<file path="src/rtl/cellRxPkg.sv">
package cellRxPkg;
  localparam int ADDR_W = 5;

  typedef struct packed {
    logic              capture;
    logic              lastBeat;
    logic [ADDR_W-1:0] phySel;
  } rxStrobe_t;

  typedef enum logic [1:0] {
    ST_POLL  = 2'd0,
    ST_CHECK = 2'd1,
    ST_XFER  = 2'd2
  } rxState_t;
endpackage

</file>
<file path="src/rtl/cellRxCtrl.sv">
module cellRxCtrl
  import cellRxPkg::*;
#(
  parameter int NUM_PHY  = 4,
  parameter int CELL_LEN = 53
) (
  input  logic               clk,
  input  logic               rstN,
  input  logic               phyClav,
  input  logic               phySoc,
  input  logic [NUM_PHY-1:0] fifoAlmostFull,
  output logic [ADDR_W-1:0]  phyAddr,
  output logic               phyEnbN,
  output rxStrobe_t          strobe
);
  localparam int PW = (NUM_PHY > 1) ? $clog2(NUM_PHY) : 1;
  localparam int CW = $clog2(CELL_LEN + 1);

  rxState_t        state;
  logic [PW-1:0]   cand;
  logic [PW-1:0]   candNext;
  logic [CW-1:0]   beatCnt;
  logic [CW-1:0]   beatCntNext;
  logic            isLast;
  logic            canTake;

  // round-robin successor of the current candidate
  always_comb begin
    if (cand == PW'(NUM_PHY - 1)) candNext = '0;
    else                          candNext = cand + PW'(1);
  end

  assign beatCntNext = phySoc ? CW'(1) : beatCnt + CW'(1);
  assign isLast      = (state == ST_XFER) && (beatCntNext == CW'(CELL_LEN));
  assign canTake     = phyClav && !fifoAlmostFull[cand];

  always_ff @(posedge clk) begin
    if (!rstN) begin
      state   <= ST_POLL;
      cand    <= '0;
      phyEnbN <= 1'b1;
      beatCnt <= '0;
    end else begin
      unique case (state)
        ST_POLL: state <= ST_CHECK;
        ST_CHECK: begin
          if (canTake) begin
            state   <= ST_XFER;
            phyEnbN <= 1'b0;
            beatCnt <= '0;
          end else begin
            cand  <= candNext;
            state <= ST_POLL;
          end
        end
        ST_XFER: begin
          beatCnt <= beatCntNext;
          if (isLast) begin
            phyEnbN <= 1'b1;
            cand    <= candNext;
            state   <= ST_POLL;
          end
        end
        default: state <= ST_POLL;
      endcase
    end
  end

  assign phyAddr         = ADDR_W'(cand);
  assign strobe.capture  = (state == ST_XFER);
  assign strobe.lastBeat = isLast;
  assign strobe.phySel   = ADDR_W'(cand);
endmodule

</file>
<file path="src/rtl/cellRxDatapath.sv">
module cellRxDatapath
  import cellRxPkg::*;
#(
  parameter int NUM_PHY = 4,
  parameter int DATA_W  = 8
) (
  input  logic                      clk,
  input  logic                      rstN,
  input  rxStrobe_t                 strobe,
  input  logic [DATA_W-1:0]         phyData,
  input  logic                      phyParity,
  output logic [NUM_PHY*DATA_W-1:0] fifoWrData,
  output logic [NUM_PHY-1:0]        fifoWrEn,
  output logic [NUM_PHY-1:0]        cellIncr,
  output logic [NUM_PHY-1:0]        parityErr
);
  logic [DATA_W-1:0] beatReg;
  logic              badParity;

  // odd parity: data plus parity bit must hold an odd count of ones
  assign badParity = ~(^{phyData, phyParity});

  always_ff @(posedge clk) begin
    if (!rstN)              beatReg <= '0;
    else if (strobe.capture) beatReg <= phyData;
  end

  for (genvar g = 0; g < NUM_PHY; g++) begin : gPhy
    logic hit;
    assign hit = strobe.capture && (strobe.phySel == ADDR_W'(g));

    always_ff @(posedge clk) begin
      if (!rstN) begin
        fifoWrEn[g]  <= 1'b0;
        cellIncr[g]  <= 1'b0;
        parityErr[g] <= 1'b0;
      end else begin
        fifoWrEn[g]  <= hit;
        cellIncr[g]  <= hit && strobe.lastBeat;
        parityErr[g] <= hit && badParity;
      end
    end

    assign fifoWrData[g*DATA_W +: DATA_W] = beatReg;
  end
endmodule

</file>
<file path="src/rtl/cellRxPoller.sv">
module cellRxPoller
  import cellRxPkg::*;
#(
  parameter int NUM_PHY = 4,
  parameter int DATA_W  = 8
) (
  input  logic                      clk,
  input  logic                      rstN,
  output logic [4:0]                phyAddr,
  output logic                      phyEnbN,
  input  logic                      phyClav,
  input  logic                      phySoc,
  input  logic [DATA_W-1:0]         phyData,
  input  logic                      phyParity,
  input  logic [NUM_PHY-1:0]        fifoAlmostFull,
  output logic [NUM_PHY*DATA_W-1:0] fifoWrData,
  output logic [NUM_PHY-1:0]        fifoWrEn,
  output logic [NUM_PHY-1:0]        cellIncr,
  output logic [NUM_PHY-1:0]        parityErr
);
  // beats per cell: 53 bytes, or 27 words with the final word half used
  localparam int CELL_LEN = (DATA_W == 16) ? 27 : 53;

  rxStrobe_t strobe;

  cellRxCtrl #(.NUM_PHY(NUM_PHY), .CELL_LEN(CELL_LEN)) ctrl_i (
    .clk(clk), .rstN(rstN), .phyClav(phyClav), .phySoc(phySoc),
    .fifoAlmostFull(fifoAlmostFull), .phyAddr(phyAddr),
    .phyEnbN(phyEnbN), .strobe(strobe)
  );

  cellRxDatapath #(.NUM_PHY(NUM_PHY), .DATA_W(DATA_W)) dp_i (
    .clk(clk), .rstN(rstN), .strobe(strobe), .phyData(phyData),
    .phyParity(phyParity), .fifoWrData(fifoWrData),
    .fifoWrEn(fifoWrEn), .cellIncr(cellIncr), .parityErr(parityErr)
  );
endmodule

</file>
<file path="config.mk">
export PLATFORM = sky130hd
export DESIGN_NAME = cellRxPoller
export DESIGN_NICKNAME = d
export VERILOG_FILES = /design/src/rtl/cellRxPkg.sv /design/src/rtl/cellRxCtrl.sv /design/src/rtl/cellRxDatapath.sv /design/src/rtl/cellRxPoller.sv
export SDC_FILE = /design/constraint.sdc
export NUM_CORES = 1
export LEC_CHECK = 0
export ABC_AREA = 1
export BUFFER_PORTS_ARGS = -buffer_cell sky130_fd_sc_hd__buf_2
export CAP_MARGIN = 20
export CORE_MARGIN = 10
export CORE_UTILIZATION = 48
export CTS_BUF_LIST = sky130_fd_sc_hd__clkbuf_4 sky130_fd_sc_hd__clkbuf_8 sky130_fd_sc_hd__clkbuf_16
export CTS_CLUSTER_SIZE = 12
export DETAILED_ROUTE_END_ITERATION = 7
export PLACE_DENSITY_LB_ADDON = 0.2
export SETUP_SLACK_MARGIN = 0.05
export SLEW_MARGIN = 20
export SYNTH_ARGS = -nofsm -noshare
export SYNTH_HDL_FRONTEND = slang
export SYNTH_SLANG_ARGS = --single-unit
</file>
<file path="constraint.sdc">
create_clock -name clk -period 2.2 [get_ports clk]
set_clock_uncertainty 0.05 [all_clocks]
set_input_delay 0.22 -clock clk [delete_from_list [all_inputs] [get_ports clk]]
set_output_delay 0.22 -clock clk [all_outputs]
set_load 0.05 [all_outputs]
</file>
==> results.ini <==
[clock_tree]
clk_path_buf_depth=2
cts_tree=yes
cts_buffers=5
ctsResizeCount=0
clockRootBuffer=clkbuf_4
cts.htree.levels=2
post_cts_buffers=0
hold_buffers=0
clk_latency_ns=0.33
cts.sinks=31
clk_pin_slew_worst_paths_ns=0.10

[logic_synthesis]
syn_area_per_cell_um2=7.62
ys_seq_area_frac=0.379
synth_area_um2=1640
ys_top_cells_by_area=dfxtp_1, buf_4, nand2_1
synth_top_area_cell=dfxtp_1
synthDistinctLibCells=23
ys_warn_count=0
synth_cells=215
synth-seq-cells=31
synth.top_cell.area_share=0.379

[drt]
routed_wl_um=3460
wire_per_inst_um=11.4
drcViolationCount=0
drt-pass1-iter-count=4
routed_via_density=4.41
dr.first_iter.drc_count=55
vias=1336
ant_nets=0

[die]
dieArea_um2=6150
ios=67
die_y_um=78.4
chipWidth_um=78.4
start_util=0.495
core-area_um2=3310
num_rows=21

[global_route]
grt_antenna_before_repair=0
grt_pass1_vias=1275
gr-total-overflow=0
grt_pass1_wl_um=5660
grt_use_total=0.112
grt_max_degree=20

[sta]
slew_headroom=0.573
fmax_mhz=570
worstMarginPinSlew_ns=0.634
period_share=0.798
hold_viol_final=0
drv_slew=0
finalSetupViolations=0
rsz0062_at_grt=no
period_minus_slack_ns=1.76
setup-tns-final_ns=0

[setup_path]
slowest_stage=dfxtp_1
critPathMaxFanout=8
start_kind=flop
critPathCaptureType=flop
reg2reg_depth=12
crit_family=simple AND/OR/NAND/NOR gates
max_stage_delay_ns=0.48
arrival_ns=1.99
critical_path.cell_chain=ha_1 -> nand2_1 -> nand2_1 -> nor2_2 -> nand2_2 -> nor2_4 -> nand2_4 -> nand2_4 -> nand3_2 -> nand2_1 -> inv_1 -> nor2_1
path_buf_inv=1
crit_type=reg2reg
crit_cells=12
path_common_cell=nand2_1
cp.required_ns=2.43

[power]
powerDensity_nw_per_um2=868
combPwrFrac=0.329
peakVddDrop_v=0.000528
p_clk_frac=0.287
p_leak_nw=0.991
pwr-share-seq=0.384
p_int_w=0.000996
switching_share=0.390
switchingPower_w=0.000638

[layout]
antenna_cells=0
final_common_cell=buf_2
syn_to_final_growth_pct=14.9
layout-drive-gt1-share=0.331
mostFrequentLayoutCells=buf_2, nand2_1, nor2_1, dfxtp_1, inv_1
multi_input_area_um2=706
utilization=0.569
nets=281
seqCellArea_um2=621
fillerInstances=346

[min_path]
hp-class=in2reg
hold_path_depth=3

[placed_design]
port_buffers=63
place_congestion=0.809
dpl.hpwl_um=2800

[flow_run]
drv_cap=0

[run_status]
status=complete, no violations

==> layer usage <==
layer,up-vias,track usage,wire (um)
met4,0,0.0484,55
met2,46,0.180,1550
met5,-,0,0
li1,718,-,-
met3,7,0.0604,365
met1,565,0.119,1490
==> cell families after synthesis <==
kind of cell / count (synthesis) / share of synthesized area
AOI/OAI and AO/OA: 23 / 0.0748
xor gates and xnor gates: 7 / 0.0374
adders and majority gates: 8 / 0.0611
buffers and inverters: 56 / 0.195
DFF: 31 / 0.379
other: 1 / 0.00229
and+or+nand+nor: 89 / 0.250
==> worst min-delay path, delay by kind of cell <==
kind,cells,cell delay [ns]
buf+inv,1,0.09
simple gates,2,0.12
==> through the flow <==
stage | worst slack [ns] | cells | total power (W) | cell area [um^2] | hold slack (ns)
6_report | 0.445 | 303 | 0.00163 | 1880 | 0.0761
5_1_grt | 0.238 | 303 | 0.00171 | 1880 | 0.0835
4_1_cts | 0.430 | 303 | 0.00165 | 1880 | 0.0731
3_5_place_dp | 0.447 | 295 | 0.00118 | 1800 | 0.392
3_3_place_gp | 0.453 | 295 | 0.00118 | 1800 | 0.395
2_1_floorplan | 0.632 | 217 | 0.00112 | 1650 | 0.305
==> synthesized netlist by cell type <==
cell type,number
a21oi_1,7
a21oi_2,2
buf_2,1
buf_4,29
clkbuf_1,2
conb_1,1
dfxtp_1,31
ha_1,8
inv_1,23
inv_2,1
nand2_1,32
nand2_2,2
nand2_4,2
nand3_1,13
nand3_2,2
nand4_1,3
nor2_1,31
nor2_2,2
nor2_4,2
o21ai_0,13
o21ai_1,1
xnor2_1,6
xor2_1,1
==> power groups by stage <==
stage          sequential [W]  combinational (W)  clock (W)
2_1_floorplan        0.000700           0.000422          0
3_3_place_gp         0.000641           0.000539          0
3_5_place_dp         0.000642           0.000541          0
4_1_cts              0.000629           0.000543   0.000473
5_1_grt              0.000635           0.000579   0.000500
6_report             0.000628           0.000537   0.000469
==> flip-flops by register name, summed over array words and instances, names as in the netlist <==
register        flops
dp_i.fifoWrEn       4
ctrl_i.beatCnt      6
ctrl_i.state        2
ctrl_i.cand         2
dp_i.cellIncr       4
ctrl_i.phyEnbN      1
dp_i.beatReg        8
dp_i.parityErr      4
==> worst paths after layout <==
kind / from / end / slack, ns
min reg2reg: ctrl_i.phyEnbN / ctrl_i.phyEnbN / 0.42
max: ctrl_i.beatCnt[0] / ctrl_i.cand[1] / 0.44
max reg2reg: ctrl_i.beatCnt[0] / ctrl_i.cand[1] / 0.44
min: phyData[0] / dp_i.beatReg[0] / 0.08
==> layout make-up <==
cell class,instances,area share
clock inverter,2,0.0186
sequential,31,0.330
tap,46,0.0306
timing repair buffer,64,0.171
inverter,24,0.0478
multi-input combinational,130,0.375
clock buffer,6,0.0272
Note: power is estimated with default switching activity, not from simulation.
